**config.mk**
```make
export PLATFORM = sky130hd
export DESIGN_NAME = blkkey_guard
export DESIGN_NICKNAME = d
export VERILOG_FILES = /design/src/rtl/blkkey_pkg.sv /design/src/rtl/blkkey_keyfile.sv /design/src/rtl/blkkey_lane.sv /design/src/rtl/blkkey_report.sv /design/src/rtl/blkkey_guard.sv
export SDC_FILE = /design/constraint.sdc
export NUM_CORES = 1
export LEC_CHECK = 0
export ABC_AREA = 1
export BUFFER_PORTS_ARGS = -buffer_cell sky130_fd_sc_hd__buf_2
export CORE_AREA = 2 2 208 210
export DETAILED_ROUTE_END_ITERATION = 10
export DIE_AREA = 0 0 210 212
export GPL_TIMING_DRIVEN = 0
export PLACE_DENSITY = 0.43
export SLEW_MARGIN = 40
export SYNTH_ARGS = -nofsm -noshare
export SYNTH_HDL_FRONTEND = slang
export SYNTH_HIERARCHICAL = 1
export SYNTH_SLANG_ARGS = --single-unit
```
**constraint.sdc**
```tcl
create_clock -name clk -period 3.4 [get_ports clk]
set_clock_uncertainty 0.15 [all_clocks]
set_input_delay 0.68 -clock clk [delete_from_list [all_inputs] [get_ports clk]]
set_output_delay 0.68 -clock clk [all_outputs]
set_load 0.02 [all_outputs]
```
**src/rtl/blkkey_pkg.sv**
```systemverilog
package blkkey_pkg;
    localparam int ADDR_W = 17;
    localparam int BLK_W  = 6;
    localparam int KEY_W  = 3;
    localparam int NPORT  = 2;

    typedef enum logic {
        SRC_CPU = 1'b0,
        SRC_CHN = 1'b1
    } src_e;
endpackage

```
**src/rtl/blkkey_keyfile.sv**
```systemverilog
module blkkey_keyfile #(
    parameter int BLK_W = 6,
    parameter int KEY_W = 3,
    parameter int NRD   = 2
) (
    input  logic                       clk,
    input  logic                       rst_n,
    input  logic                       wr_en,
    input  logic [BLK_W-1:0]           wr_blk,
    input  logic [KEY_W-1:0]           wr_key,
    input  logic [NRD-1:0][BLK_W-1:0]  rd_blk,
    output logic [NRD-1:0][KEY_W-1:0]  rd_key
);
    localparam int NUM_BLK = 1 << BLK_W;

    typedef struct packed {
        logic [NUM_BLK-1:0][KEY_W-1:0] keys;
    } kf_state_t;

    kf_state_t st_d, st_q;

    always_comb begin
        st_d = st_q;
        if (wr_en) begin
            st_d.keys[wr_blk] = wr_key;
        end
    end

    always_ff @(posedge clk) begin
        if (!rst_n) begin
            st_q <= '0;
        end else begin
            st_q <= st_d;
        end
    end

    // Read ports see the registered keys: a write lands one cycle later.
    generate
        for (genvar i = 0; i < NRD; i++) begin : g_rd
            assign rd_key[i] = st_q.keys[rd_blk[i]];
        end
    endgenerate

    // Loaded key becomes visible on the next cycle
    assert_load_R2: assert property (@(posedge clk) disable iff (!rst_n)
        wr_en |=> st_q.keys[$past(wr_blk)] == $past(wr_key));
endmodule

```
**src/rtl/blkkey_lane.sv**
```systemverilog
module blkkey_lane #(
    parameter int ADDR_W = 17,
    parameter int KEY_W  = 3
) (
    input  logic              clk,
    input  logic              rst_n,
    input  logic              req,
    input  logic [ADDR_W-1:0] addr,
    input  logic [KEY_W-1:0]  pnum,
    input  logic [KEY_W-1:0]  key,
    output logic              grant,
    output logic              viol,
    output logic [ADDR_W-1:0] viol_addr
);
    typedef struct packed {
        logic              grant;
        logic              viol;
        logic [ADDR_W-1:0] vaddr;
    } lane_state_t;

    lane_state_t st_d, st_q;
    logic        match;

    always_comb begin
        match    = (key == pnum);
        st_d     = '0;
        if (req) begin
            st_d.grant = match;
            st_d.viol  = !match;
            if (!match) begin
                st_d.vaddr = addr;
            end
        end
    end

    always_ff @(posedge clk) begin
        if (!rst_n) begin
            st_q <= '0;
        end else begin
            st_q <= st_d;
        end
    end

    assign grant     = st_q.grant;
    assign viol      = st_q.viol;
    assign viol_addr = st_q.vaddr;

    assert_excl_R5: assert property (@(posedge clk) disable iff (!rst_n)
        !(grant && viol));

    assert_idle_R6: assert property (@(posedge clk) disable iff (!rst_n)
        !req |=> !grant && !viol);

    assert_result_R3: assert property (@(posedge clk) disable iff (!rst_n)
        req && (key != pnum) |=> viol && viol_addr == $past(addr));
endmodule

```
**src/rtl/blkkey_report.sv**
```systemverilog
module blkkey_report #(
    parameter int ADDR_W = 17
) (
    input  logic              clk,
    input  logic              rst_n,
    input  logic              cpu_viol,
    input  logic [ADDR_W-1:0] cpu_vaddr,
    input  logic              chn_viol,
    input  logic [ADDR_W-1:0] chn_vaddr,
    output logic              irq,
    output logic [ADDR_W-1:0] irq_addr,
    output logic              irq_src,
    output logic              irq_dual
);
    import blkkey_pkg::*;

    src_e src;

    always_comb begin
        irq      = cpu_viol || chn_viol;
        irq_dual = cpu_viol && chn_viol;
        src      = SRC_CPU;
        irq_addr = '0;
        if (cpu_viol) begin
            irq_addr = cpu_vaddr;
        end else if (chn_viol) begin
            src      = SRC_CHN;
            irq_addr = chn_vaddr;
        end
        irq_src = src;
    end

    // Processor wins the report when both ports violate
    assert_prio_R7: assert property (@(posedge clk) disable iff (!rst_n)
        irq && irq_src |-> !cpu_viol && chn_viol);

    assert_dual_R8: assert property (@(posedge clk) disable iff (!rst_n)
        irq_dual |-> irq && !irq_src);
endmodule

```
**src/rtl/blkkey_guard.sv**
```systemverilog
module blkkey_guard
    import blkkey_pkg::*;
#(
    parameter int P_ADDR_W = ADDR_W,
    parameter int P_BLK_W  = BLK_W,
    parameter int P_KEY_W  = KEY_W
) (
    input  logic                clk,
    input  logic                rst_n,
    input  logic                kw_en,
    input  logic [P_BLK_W-1:0]  kw_blk,
    input  logic [P_KEY_W-1:0]  kw_key,
    input  logic                cpu_req,
    input  logic [P_ADDR_W-1:0] cpu_addr,
    input  logic [P_KEY_W-1:0]  cpu_pnum,
    input  logic                chn_req,
    input  logic [P_ADDR_W-1:0] chn_addr,
    input  logic [P_KEY_W-1:0]  chn_pnum,
    output logic                cpu_grant,
    output logic                cpu_viol,
    output logic                chn_grant,
    output logic                chn_viol,
    output logic                err_irq,
    output logic [P_ADDR_W-1:0] err_addr,
    output logic                err_src,
    output logic                err_dual
);
    localparam int LANES = NPORT;

    logic [LANES-1:0]                req_v;
    logic [LANES-1:0][P_ADDR_W-1:0]  addr_v;
    logic [LANES-1:0][P_KEY_W-1:0]   pnum_v;
    logic [LANES-1:0][P_BLK_W-1:0]   blk_v;
    logic [LANES-1:0][P_KEY_W-1:0]   key_v;
    logic [LANES-1:0]                grant_v;
    logic [LANES-1:0]                viol_v;
    logic [LANES-1:0][P_ADDR_W-1:0]  vaddr_v;

    // Lane 0 is the processor, lane 1 the channel.
    assign req_v  = {chn_req,  cpu_req};
    assign addr_v = {chn_addr, cpu_addr};
    assign pnum_v = {chn_pnum, cpu_pnum};

    blkkey_keyfile #(
        .BLK_W (P_BLK_W),
        .KEY_W (P_KEY_W),
        .NRD   (LANES)
    ) u_keyfile (
        .clk    (clk),
        .rst_n  (rst_n),
        .wr_en  (kw_en),
        .wr_blk (kw_blk),
        .wr_key (kw_key),
        .rd_blk (blk_v),
        .rd_key (key_v)
    );

    generate
        for (genvar p = 0; p < LANES; p++) begin : g_lane
            assign blk_v[p] = addr_v[p][P_ADDR_W-1 -: P_BLK_W];

            blkkey_lane #(
                .ADDR_W (P_ADDR_W),
                .KEY_W  (P_KEY_W)
            ) u_lane (
                .clk       (clk),
                .rst_n     (rst_n),
                .req       (req_v[p]),
                .addr      (addr_v[p]),
                .pnum      (pnum_v[p]),
                .key       (key_v[p]),
                .grant     (grant_v[p]),
                .viol      (viol_v[p]),
                .viol_addr (vaddr_v[p])
            );
        end
    endgenerate

    assign cpu_grant = grant_v[0];
    assign cpu_viol  = viol_v[0];
    assign chn_grant = grant_v[1];
    assign chn_viol  = viol_v[1];

    blkkey_report #(
        .ADDR_W (P_ADDR_W)
    ) u_report (
        .clk       (clk),
        .rst_n     (rst_n),
        .cpu_viol  (viol_v[0]),
        .cpu_vaddr (vaddr_v[0]),
        .chn_viol  (viol_v[1]),
        .chn_vaddr (vaddr_v[1]),
        .irq       (err_irq),
        .irq_addr  (err_addr),
        .irq_src   (err_src),
        .irq_dual  (err_dual)
    );

    // Ports are checked independently: a channel request always yields a result
    assert_chan_R4: assert property (@(posedge clk) disable iff (!rst_n)
        chn_req |=> chn_grant || chn_viol);

    assert_irq_R7: assert property (@(posedge clk) disable iff (!rst_n)
        err_irq |-> $past(cpu_req) || $past(chn_req));
endmodule

```
==> results.cfg <==
[critical_path]
critPathRequiredTime_ns = 3.71
setup.worst_path.class = in -> reg
slowest_delay_ns = 0.63
worst_ep_arrival_time_ns = 3.46
critPathTopFamily = buffers and inverters
setup.reg_to_reg.worst_slack_ns = 1.18
critical_path.endpoint_type = register
cp_slowest_cell = buf_1
cp_launch_type = input port
critical_path_peak_fanout = 10
cell_chain_of_the_critical_path = buf_2, buf_2, inv_1, buf_1, nand3_1, nand2_1, nand2_1, nand3_1, nand3_1, nand2_1, xnor2_1, nand3_2, nand2_4, buf_6, nor2_1
timing.critical_path.buf_inv = 5

[cells_and_area]
post_layout_nonfiller_instances = 2751
nets = 2244
n_fill_cell = 4695
num_antenna_cells = 0
fin_area_um2 = 14500
seq_area_um2 = 4600
postLayoutCoreUtil_pct = 34.1
multi_input_area_um2 = 6720
layout-drive-gt1-share_pct = 9.52
area.growth.synth_to_final_pct = 16.0

[synth]
synth.most_common_cell = nand2_1
synth.area.top_cells = dfxtp_1 37%, nand2_1 17%, nor2_1 14%
yosys_most_used_dff = dfxtp_1
syn_inst = 2086
synth_seq_area_share_pct = 36.9
syn-num-nets = 2140
flip_flop_and_latch_count_after_synthesis = 230
synth_enable_flop_cells = 0
yosys.area.top_type = dfxtp_1
synthesis.area_um2 = 12500
async_flop_share_pct = 0
post_synth_num_cell_types = 20
top_cell_type_s_share_of_synthesized_area_pct = 36.9
yosysWarnings = 6
netlist_top_cells_count = 561 x nand2_1, 462 x nor2_1, 342 x nand3_1
syn_avg_cell_area_um2 = 5.99

[timing]
post-route-worst-setup-slack_ns = 0.251
fin_setup_tns_ns = 0
worst_slew_pin_slew_ns = 0.954
finalMaxSlewViolations = 0
timing.hold.ws_ns = 0.168
rsz0062_at_grt = no
worst_slew_margin_rel_pct = 36.4
timing.final.hold_violations = 0
part_of_the_cycle_the_worst_path_needs_pct = 92.6
final-setup-viol-count = 0
fmax_ghz = 0.318
post-route-min-period_ns = 3.15

[clock_network]
clkLatencyLatePin_ns = 0.58
post_cts.repair.setup_buffers = 0
tritoncts = done
htree_num_levels = 1
cts.reportedPaths.clkPinSlew_ns = 0.06
cts_sinks = 230
cts_buffers = 28
cts_repair_resize_count = 0
cts.root.buffer_cell = clkbuf_16
ctsLongestPathBuffers = 3
holdBufCountCts = 0

[route]
final_antenna_net_count = 0
routed_via_density = 5.08
drt_iter0_markers = 1395
vias = 14000
drt_pass1_iterations = 5
drcViolationCount = 0
route.detailed.wl_per_inst_um = 21.1
wirelength_um = 58100

[power]
seq_power_share_pct = 41.4
power_frac_comb_pct = 12.7
total_power_mw = 6.66
p_int_mw = 4.78
power.switching_mw = 1.88
powerDensity_nw_per_um2 = 460
power_leakage_nw = 6.38
vdd_ir_drop_max_v = 0.000358
power_frac_clock_pct = 45.9
p_sw_share_pct = 28.3

[global_route]
grt_antenna_before_repair = 1
grt_pass1_vias = 13000
grt.total_usage_pct = 25.7
grt_overflow_total = 0
global_route_wire_length_before_repair_um = 84200
maximum_number_of_pins_on_one_net_before_global_route_repair = 14

[die]
dieArea_um2 = 44500
die_boundary_width_um = 210
floorplan.initialDensity_pct = 29.4
core_area_um2 = 42500
die_h_um = 212
ios = 78
core.rowCount = 76

[place]
place.gp.congestion = 0.956
port_buffers = 74
postPlaceCellArea_um2 = 13600
place_inst = 2706
dp_hpwl_um = 42400
dp_slack_ns = -0.249

[status]
result_of_the_run = finished clean

[run]
max_cap_viol_count = 0

[worst_hold_path]
min_path_type = in -> reg
worst paths after layout:
kind / startpoint / end / cells past startpoint
worst max-delay path: chn_addr[13] / g_lane[1].u_lane/viol_addr[7] / 15
worst max register to register: u_keyfile/st_q[45] / g_lane[0].u_lane/viol_addr[5] / 14
worst min-delay path: cpu_addr[9] / g_lane[0].u_lane/viol_addr[9] / 3
worst min register to register: u_keyfile/st_q[4] / u_keyfile/st_q[4] / 2
power groups by stage:
stage | sequential (mW) | combinational (mW) | clock (mW)
after CTS | 2.76 | 0.830 | 3.14
after global routing | 2.76 | 0.898 | 3.22
after floorplan | 2.81 | 0.457 | 0
after global placement | 2.81 | 0.824 | 0
after detailed placement | 2.81 | 0.827 | 0
final | 2.76 | 0.844 | 3.06
worst reg2reg max path, delay by kind of cell (launching register included):
kind	cells	cell delay [ns]
DFF	1	0.40
and+or+nand+nor	13	1.40
buffers and inverters	1	0.17
cells by family (layout without fill, tap and decap cells):
family	count (synthesis)	after routing	synth area share (%)
xor+xnor	2	2	0.140
compound gates	192	192	7.69
flops	230	230	36.9
simple gates	1388	1388	45.8
buf+inv	274	393	9.48
cell type report:
class | instances | area share [%]
multi-input combinational | 1582 | 46.3
buffer | 125 | 4.39
tap | 546 | 4.71
clock buffer | 38 | 5.72
timing repair buffer | 74 | 2.56
sequential | 230 | 31.8
inverter | 149 | 3.86
clock inverter | 7 | 0.648
layer usage:
metal / wire length [um] / GRT usage, % / vias up
li1: - / - / 6806
met1: 26100 / 35.1 / 6488
met2: 25700 / 41.4 / 560
met3: 4160 / 3.43 / 115
met4: 2120 / 9.51 / 0
met5: 0 / 0 / -
state kept, by name (all words and copies together) (netlist names):
register and cells:
g_lane.u_lane/viol 2, u_keyfile/st_q 192, g_lane.u_lane/grant 2, g_lane.u_lane/viol_addr 34
cells in the final DEF (no fill, tap or decap):
cell type / Yosys / final
buf_2: 37 / 112
nor2_2: 9 / 9
clkbuf_16: 0 / 29
buf_1: 19 / 17
nand3_2: 2 / 3
inv_1: 136 / 135
dfxtp_1: 230 / 230
nand3_1: 342 / 341
nor3_4: 0 / 1
clkbuf_2: 0 / 7
clkinvlp_4: 0 / 2
nor3_2: 5 / 4
bufinv_16: 0 / 2
buf_6: 5 / 5
clkbuf_8: 0 / 7
nor2_1: 462 / 462
buf_12: 1 / 1
xnor2_1: 2 / 2
nand2_4: 2 / 2
clkinv_1: 5 / 6
buf_4: 15 / 15
nand2_1: 561 / 561
nor3_1: 5 / 5
inv_2: 8 / 8
clkinv_4: 0 / 1
clkbuf_1: 48 / 44
o21ai_0: 192 / 192
clkinv_2: 0 / 2
Power figures use the tool's default switching activity.
